## src/rtl/usr_pkg.sv

```systemverilog
package usr_pkg;
  typedef enum logic [1:0] {
    MODE_HOLD = 2'b00,
    MODE_SHR  = 2'b01,
    MODE_SHL  = 2'b10,
    MODE_LOAD = 2'b11
  } usr_mode_e;
endpackage

```

## src/rtl/usr_clear_sync.sv

```systemverilog
// Asserts the clear at once; releases it only after STAGES rising edges.
module usr_clear_sync #(
  parameter int STAGES = 2
) (
  input  logic clk,
  input  logic clr_n,
  output logic run_n
);
  logic [STAGES-1:0] chain_q;
  logic [STAGES-1:0] chain_d;

  always_comb begin
    chain_d = {chain_q[STAGES-2:0], 1'b1};
  end

  always_ff @(posedge clk or negedge clr_n) begin
    if (!clr_n) chain_q <= '0;
    else        chain_q <= chain_d;
  end

  assign run_n = chain_q[STAGES-1];
endmodule

```

## src/rtl/usr_next_state.sv

```systemverilog
// Per-bit source selection. Bit W-1 is the high-order position A.
module usr_next_state #(
  parameter int W = 4
) (
  input  logic [1:0]   mode,
  input  logic         ser_right,
  input  logic         ser_left,
  input  logic [W-1:0] par_in,
  input  logic [W-1:0] cur,
  output logic [W-1:0] nxt,
  output logic         upd_en
);
  import usr_pkg::*;

  usr_mode_e sel;
  assign sel    = usr_mode_e'(mode);
  assign upd_en = (sel != MODE_HOLD);

  for (genvar i = 0; i < W; i++) begin : g_bit
    logic from_hi;  // source on a right shift
    logic from_lo;  // source on a left shift
    if (i == W-1) begin : g_top
      assign from_hi = ser_right;
    end else begin : g_mid_hi
      assign from_hi = cur[i+1];
    end
    if (i == 0) begin : g_bot
      assign from_lo = ser_left;
    end else begin : g_mid_lo
      assign from_lo = cur[i-1];
    end

    always_comb begin
      unique case (sel)
        MODE_SHR:  nxt[i] = from_hi;
        MODE_SHL:  nxt[i] = from_lo;
        MODE_LOAD: nxt[i] = par_in[i];
        default:   nxt[i] = cur[i];
      endcase
    end
  end
endmodule

```

## src/rtl/usr_state_reg.sv

```systemverilog
module usr_state_reg #(
  parameter int W = 4
) (
  input  logic         clk,
  input  logic         run_n,
  input  logic         en,
  input  logic [W-1:0] d,
  output logic [W-1:0] q
);
  always_ff @(posedge clk or negedge run_n) begin
    if (!run_n)  q <= '0;
    else if (en) q <= d;
  end
endmodule

```

## src/rtl/usr_shift4.sv

```systemverilog
module usr_shift4 #(
  parameter int W           = 4,
  parameter int SYNC_STAGES = 2
) (
  input  logic         clk,
  input  logic         clr_n,
  input  logic [1:0]   mode,
  input  logic         ser_right,
  input  logic         ser_left,
  input  logic [W-1:0] par_in,
  output logic [W-1:0] q
);
  logic         run_n;
  logic         upd_en;
  logic [W-1:0] nxt;

  usr_clear_sync #(.STAGES(SYNC_STAGES)) u_sync (
    .clk   (clk),
    .clr_n (clr_n),
    .run_n (run_n)
  );

  usr_next_state #(.W(W)) u_next (
    .mode      (mode),
    .ser_right (ser_right),
    .ser_left  (ser_left),
    .par_in    (par_in),
    .cur       (q),
    .nxt       (nxt),
    .upd_en    (upd_en)
  );

  usr_state_reg #(.W(W)) u_reg (
    .clk   (clk),
    .run_n (run_n),
    .en    (upd_en),
    .d     (nxt),
    .q     (q)
  );
endmodule

```

## config.mk

```make
export PLATFORM = sky130hd
export DESIGN_NAME = usr_shift4
export DESIGN_NICKNAME = d
export VERILOG_FILES = /design/src/rtl/usr_pkg.sv /design/src/rtl/usr_clear_sync.sv /design/src/rtl/usr_next_state.sv /design/src/rtl/usr_state_reg.sv /design/src/rtl/usr_shift4.sv
export SDC_FILE = /design/constraint.sdc
export NUM_CORES = 1
export LEC_CHECK = 0
export BUFFER_PORTS_ARGS = -buffer_cell sky130_fd_sc_hd__buf_2
export CAP_MARGIN = 5
export CORE_AREA = 2 2 39 41
export DETAILED_ROUTE_END_ITERATION = 8
export DIE_AREA = 0 0 41 43
export SYNTH_ARGS = -nofsm -noshare
export SYNTH_HDL_FRONTEND = slang
export SYNTH_SLANG_ARGS = --single-unit
```

## constraint.sdc

```tcl
create_clock -name clk -period 0.8 [get_ports clk]
set_input_delay 0.08 -clock clk [delete_from_list [all_inputs] [get_ports clk]]
set_output_delay 0.08 -clock clk [all_outputs]
set_load 0.02 [all_outputs]
```

==> impl_metrics.yaml, run 1 <==
critical_path:
  critPathBufInv: 0
  rr_worst_depth: 1
  regToRegStartpoint: "u_reg.q[2]"
  crit_family: "multiplexers"
  r2r_slack_ps: -230
  required_ps: 920
  critPathLaunchType: "register"
  crit_chain: "mux4_2"
  timing.rr.end: "u_reg.q[2]"
  slowest_stage: "mux4_2"
  end_kind: "register"
  critical_path.max_fanout: 4
  arrival_ps: 1150
  critical_path_class: "reg2reg"
  max_stage_delay_ps: 470
sta:
  hold_viol_final: 0
  finalSetupViolations: 8
  timing.fmax_mhz: 971
  rsz0062_at_grt: "true"
  finalWorstSetupSlack_ps: -230
  fin_skew_ps: 8.07
  fin_setup_tns_ps: -1290
  period_share_pct: 129
  min_period_ps: 1030
  slew_violations: 0
final_layout:
  antenna_cells: 0
  fillers: 143
  synthToLayoutAreaGrowth_pct: 55.6
  nNetsFinal: 42
  drive_gt1_share_pct: 83.9
  fin_area_sq_um: 403
global_route:
  grt_max_degree: 5
  overflow: 0
  grt_pass1_vias: 202
  track_usage_pct: 8.67
  antenna_found_initial: 0
  grt_pass1_wl_um: 924
routing:
  ant_nets: 0
  drcViolationCount: 0
  firstDrtPassIters: 3
  wire_per_inst_um: 12.7
  wirelength_um: 598
  viasPerCell: 4.19
  via_count: 197
  drt_iter0_drc: 4
power:
  leakagePower_nw: 0.181
  ir_drop_mv: 0.606
  powerDensity_mw_per_mm2: 2350
  total_power_uw: 947
cts:
  path_clk_slew_ps: 50
  clk_latency_ps: 250
  post-cts-setup-buffer-count: 0
  cts_made_buffers: 3
  clockRootBuffer: "clkbuf_4"
  htreeDepth: 1
  clock_sinks: 6
  cts_tree: "built"
  clockBufferDepth: 2
logic_synthesis:
  ys_seq_area_share_pct: 58.0
  synth_fp_nets: 21
  synthTopCellsByArea: "dfrtp_1 58%, mux4_1 41%, conb_1 1.4%"
  syn_area_sq_um: 259
  synthCells: 11
  synth_edf_count: 0
  synth_common_cells: "6 x dfrtp_1, 4 x mux4_1, 1 x conb_1"
  synth_top_area_cell: "dfrtp_1"
  synthDominantCellAreaShare_pct: 58.0
  yosys_warnings: 0
  synthArstFlopShare_pct: 100
  ys_types: 3
  synth_top_flop_cell: "dfrtp_1"
  yosysMostFrequentCell: "dfrtp_1"
  syn_area_per_cell_sq_um: 23.5
  ys_ff_latch: 6
place:
  place.gp.congestion: 0.683
  io_buffers: 13
  place_ws_ps: -219
  placed_cell_area_sq_um: 349
  dp_hpwl_um: 479
floorplanning:
  core_sq_mm: 0.00138
  ioPinCount: 14
  die_x_um: 41
  die_area_sq_mm: 0.00176
  rows: 14
  dieHeight_um: 43
  start_util_pct: 18.7
status:
  status: "finished, violations left"
  violations: "setup timing"
job:
  cap_violations: 0
hold_path:
  hold_path.class: "reg2async"
-- cells by family after synthesis --
| logic type | after synthesis | synth area share [%] |
|---|---|---|
| flops | 6 | 58.0 |
| mux | 4 | 40.6 |
| other cells | 1 | 1.45 |
-- area by class of cell --
cell class,count,area (sq um),area share (%)
sequential,6,155,38.5
timing repair buffer,16,108,26.7
multi-input combinational,5,93.8,23.3
clock buffer,4,26.3,6.52
tap,16,20.0,4.97
-- cells in the final DEF, fill, tap and decap left out --
master / netlist / layout
dfrtp_1: 6 / 2
dfrtp_2: 0 / 4
buf_6: 0 / 2
buf_4: 0 / 4
conb_1: 1 / 1
clkbuf_1: 0 / 1
mux4_2: 0 / 4
clkbuf_4: 0 / 3
buf_2: 0 / 9
dlygate4sd3_1: 0 / 1
-- sequential cells by signal, summed over array words and instances (netlist names) --
name and flops:
u_reg.q 4, u_sync.chain_q 2
-- where the power goes --
| part | switching [mW] | internal, mW | total (mW) |
|---|---|---|---|
| combinational | 0.0926 | 0.144 | 0.236 |
| sequential | 0.0478 | 0.356 | 0.404 |
| clock | 0.118 | 0.189 | 0.308 |
-- timing repair --
item | 4_1_cts | 5_1_grt
hold buffers | 1 | 0
hold endpoints to repair | 2 | 0
endpoints found under the setup margin | 8 | 8
gates resized for setup | 5 | 1
-- metrics by stage --
stage / utilization (%) / hold slack, ps / instances
after floorplan: - / -216 / 11
after global placement: 25.2 / -134 / 42
after detailed placement: 25.2 / -132 / 42
after CTS: 28.9 / 56.5 / 47
after global routing: 29.1 / 68.5 / 47
final: 29.1 / 47.9 / 47
-- worst max path at each step --
stage / end / cells past startpoint / start / slack (ps)
finish: u_reg.q[2] / 1 / u_reg.q[2] / -230
global route: u_reg.q[2] / 1 / u_reg.q[1] / -240
CTS: u_reg.q[2] / 1 / u_reg.q[2] / -230
detailed placement: u_reg.q[2] / 1 / u_reg.q[2] / -220
global placement: u_reg.q[1] / 1 / u_reg.q[2] / -190
floorplan: u_reg.q[0] / 1 / u_reg.q[1] / -230
-- layer usage --
metal	track usage, %	part of all wire, %
met5	0	0
met3	5.24	15
met1	10.8	43
met2	10.6	42
met4	6.00	0
Note: power is estimated with default switching activity, not from simulation.
==> run 2: changes to the inputs <==
PLACE_DENSITY_LB_ADDON = 0.3   (was unset)
==> run 2 against run 1 <==
  * The flow still finishes with violations (setup timing)
  * Count of clock-buffer cells in the layout is the same
  * Cell count did not move
  * Maximum frequency up 0.31%
  * Highest routed layer is now met4
  * Largest power group unchanged
  * Clock skew about the same
  * Sequential power about the same
  * First-iteration DRC count down 100%
  * Worst setup slack gained 3.2 ps
  * Global-route usage down 0.15 points
  * Power decreased by 0.63%
  * Via count fell by 2.0%
  * Critical endpoint is now u_reg.q[3]
==> impl_metrics.yaml, run 2 (synthesis results as in run 1) <==
place:
  placed_cell_area_sq_um: 349
  place.gp.congestion: 0.631
  io_buffers: 13
status:
  status: "finished, violations left"
  violations: "setup timing"
sta:
  timing.fmax_mhz: 974
  period_share_pct: 128
  slew_violations: 0
  finalWorstSetupSlack_ps: -227
  fin_setup_tns_ps: -1210
  rsz0062_at_grt: "true"
  fin_skew_ps: 7.57
  timing.hold.ws_ps: 50.9
  hold_viol_final: 0
  min_period_ps: 1030
  finalSetupViolations: 8
final_layout:
  register_area_sq_um: 155
  reg_top3: "u_reg.q: 4 flops, u_sync.chain_q: 2 flops"
  largest_reg_flops: 4
  multi_input_area_sq_um: 93.8
  fillers: 138
  antenna_cells: 0
  nNetsFinal: 42
  synthToLayoutAreaGrowth_pct: 56.0
  top_register: "u_reg.q"
  drive_gt1_share_pct: 83.9
  final_cell_mix: "10 x buf_2, 4 x mux4_2, 4 x dfrtp_2"
  fin_util_pct: 29.2
  layout_commonest_cell: "buf_2"
  fin_area_sq_um: 404
critical_path:
  cp.depth: 1
  crit_chain: "mux4_2"
  max_stage_delay_ps: 460
  arrival_ps: 1140
  cp-startpoint: "u_reg.q[2]"
  rr_worst_depth: 1
  regToRegStartpoint: "u_reg.q[2]"
  end_kind: "register"
  critical_path_class: "reg2reg"
  crit_family: "multiplexers"
  critPathBufInv: 0
  required_ps: 910
  critical_path.max_fanout: 4
  critPathLaunchType: "register"
  slowest_stage: "mux4_2"
power:
  powerDensity_mw_per_mm2: 2330
  ir_drop_mv: 0.547
  leakagePower_nw: 0.181
cts:
  cts_tree: "built"
  clockRootBuffer: "clkbuf_4"
  clk_latency_ps: 250
  cts_made_buffers: 3
  path_clk_slew_ps: 50
  clock_sinks: 6
  htreeDepth: 1
  clockBufferDepth: 2
global_route:
  grt_pass1_vias: 208
  grt_pass1_wl_um: 897
  overflow: 0
  antenna_found_initial: 0
  grt_max_degree: 5
  track_usage_pct: 8.52
routing:
  ant_nets: 0
  viasPerCell: 4.11
  drt_iter0_drc: 0
  via_count: 193
  wire_per_inst_um: 11.5
  wirelength_um: 540
  firstDrtPassIters: 1
  drcViolationCount: 0
hold_path:
  hold_path.class: "reg2async"
floorplanning:
  die_area_sq_mm: 0.00176
  ioPinCount: 14
  rows: 14
  start_util_pct: 18.7
  die_x_um: 41
  core_sq_mm: 0.00138
  dieHeight_um: 43
job:
  cap_violations: 0
[run 2: changes by cell type in the layout (fill, tap and decap cells not counted)]
| cell | previous run | this run |
|---|---|---|
| buf_2 | 9 | 10 |
| buf_6 | 2 | 3 |
| buf_4 | 4 | 2 |
[run 2: repair_timing]
item | CTS | global route
endpoints found under the setup margin | 8 | 8
setup buffers | 0 | 0
hold buffers | 1 | 0
gates resized for setup | 6 | 0
hold endpoints to repair | 2 | 0
[run 2: per-layer routing]
metal,global-route usage [%],up-vias,wire length (um)
met4,8.00,0,8
met1,7.97,96,194
met5,0,-,0
met3,6.28,2,57
met2,11.3,12,280
li1,-,83,-
[run 2: power by group]
part | internal [mW] | switching (mW)
clock network | 0.189 | 0.117
registers | 0.356 | 0.0465
logic | 0.144 | 0.0885
total | 0.689 | 0.252
[run 2: through the flow]
step	cells	setup slack [ps]	total power [mW]
2_1_floorplan	11	-229	0.507
3_3_place_gp	42	-197	0.589
3_5_place_dp	42	-214	0.597
4_1_cts	47	-234	0.964
5_1_grt	47	-256	1.00
6_report	47	-227	0.941
[run 2: final cells by class]
class | count | share of cell area, %
sequential | 6 | 38.4
tap | 16 | 4.95
multi-input combinational | 5 | 23.2
clock buffer | 4 | 6.50
timing repair buffer | 16 | 26.9
[run 2: final timing paths]
kind                                     end  slack (ps)
setup / recovery                  u_reg.q[3]        -230
hold / removal                    u_reg.q[1]          50
setup reg to reg                  u_reg.q[3]        -230
hold reg to reg                   u_reg.q[1]          50
max in group asynchronous  u_sync.chain_q[1]         560
min in group clk                  u_reg.q[0]         140
==> run 3: changes to the inputs <==
REMOVE_ABC_BUFFERS = 1   (was unset)
==> run 3 against run 2 <==
  * The run still ends with setup timing left
  * Wire length rose by 9.3%
  * Clock skew decreased by 5.9 ps
  * Non-clock buffer count stayed put
  * Worst setup slack improved by 18 ps
  * Sequential share of layout area fell by 0.42 points
  * Cell count down 2.1%
  * Via count shrank 1.6%
  * Power shrank 3.7%
  * Clock power decreased by 9.4%
  * Critical endpoint unchanged
  * Largest power group unchanged
==> impl_metrics.yaml, run 3 (synthesis results as in run 1) <==
routing:
  wirelength_um: 590
  ant_nets: 0
  viasPerCell: 4.13
  firstDrtPassIters: 2
  drcViolationCount: 0
  wire_per_inst_um: 12.8
  via_count: 190
  drt_iter0_drc: 1
critical_path:
  arrival_ps: 1120
  rr_worst_depth: 1
  critPathLaunchType: "register"
  timing.rr.end: "u_reg.q[3]"
  max_stage_delay_ps: 470
  crit_chain: "mux4_2"
  r2r_slack_ps: -210
  critical_path.max_fanout: 4
  required_ps: 910
  critical_path_class: "reg2reg"
  crit_family: "multiplexers"
  slowest_stage: "mux4_2"
  end_kind: "register"
  critPathBufInv: 0
  regToRegStartpoint: "u_reg.q[2]"
floorplanning:
  ioPinCount: 14
  die_x_um: 41
  start_util_pct: 18.7
  dieHeight_um: 43
  rows: 14
  core_sq_mm: 0.00138
  die_area_sq_mm: 0.00176
final_layout:
  synthToLayoutAreaGrowth_pct: 52.7
  multi_input_area_sq_um: 93.8
  antenna_cells: 0
  reg_top3: "u_reg.q: 4 flops, u_sync.chain_q: 2 flops"
  final_cell_mix: "10 x buf_2, 6 x dfrtp_1, 4 x mux4_2"
  drive_gt1_share_pct: 73.3
  fillers: 152
  largest_reg_flops: 4
  layout_commonest_cell: "buf_2"
  fin_util_pct: 28.6
  register_area_sq_um: 150
  nNetsFinal: 42
  top_register: "u_reg.q"
sta:
  timing.fmax_mhz: 991
  period_share_pct: 126
  rsz0062_at_grt: "true"
  min_period_ps: 1010
  hold_viol_final: 0
  fin_skew_ps: 1.66
  finalSetupViolations: 8
  finalWorstSetupSlack_ps: -209
  slew_violations: 0
  fin_setup_tns_ps: -1120
cts:
  clockRootBuffer: "clkbuf_4"
  cts_made_buffers: 3
  path_clk_slew_ps: 50
  cts_tree: "built"
  clockBufferDepth: 2
  clock_sinks: 6
  htreeDepth: 1
  post-cts-setup-buffer-count: 0
  clk_latency_ps: 240
power:
  powerDensity_mw_per_mm2: 2290
  total_power_uw: 907
  leakagePower_nw: 0.184
  ir_drop_mv: 0.928
global_route:
  antenna_found_initial: 0
  grt_max_degree: 5
  grt_pass1_wl_um: 959
  overflow: 0
  grt_pass1_vias: 231
  track_usage_pct: 9.05
place:
  io_buffers: 13
  place.gp.congestion: 0.541
  dp_hpwl_um: 475
status:
  status: "finished, violations left"
  violations: "setup timing"
hold_path:
  hold_path.class: "reg2async"
job:
  cap_violations: 0
run 3: what timing repair did:
action,4_1_cts,5_1_grt
endpoints found under the hold margin,2,0
hold buffers,1,0
endpoints found under the setup margin,8,8
gates resized for setup,8,2
run 3: metal layers:
| metal | up-vias | part of all wire, % | GRT usage, % |
|---|---|---|---|
| met1 | 97 | 37 | 8.05 |
| met2 | 11 | 48 | 13.4 |
| met3 | 0 | 15 | 8.38 |
| li1 | 82 | - | - |
| met4 | 0 | 0 | 4.00 |
| met5 | - | 0 | 0 |
run 3: how the worst max path moves through the flow:
stage	start	endpoint	cells after the start
global route	u_reg.q[1]	u_reg.q[2]	1
detailed placement	u_reg.q[1]	u_reg.q[2]	1
floorplan	u_reg.q[1]	u_reg.q[2]	1
finish	u_reg.q[2]	u_reg.q[3]	1
global placement	u_reg.q[1]	u_reg.q[2]	1
CTS	u_reg.q[1]	u_reg.q[2]	1
run 3: area by class of cell:
cell class	instances	area share [%]
Clock buffer	3	5.70
Multi-Input combinational cell	5	23.7
Sequential cell	6	38.0
Tap cell	16	5.06
Timing Repair Buffer	16	27.5
run 3: power breakdown:
group | internal, mW | total [mW] | switching [mW]
sequential | 0.348 | 0.394 | 0.0458
clock | 0.170 | 0.278 | 0.109
combinational | 0.144 | 0.235 | 0.0911
total | 0.661 | 0.907 | 0.245
run 3: through the flow:
step                setup slack, ps  cells  hold WS (ps)  instance area [sq um]
finish                         -209     46          61.0                    395
global route                   -242     46          77.9                    395
CTS                            -210     46          66.1                    389
detailed placement             -240     42          -133                    359
global placement               -245     42          -135                    359
floorplan                      -287     11          -216                    259
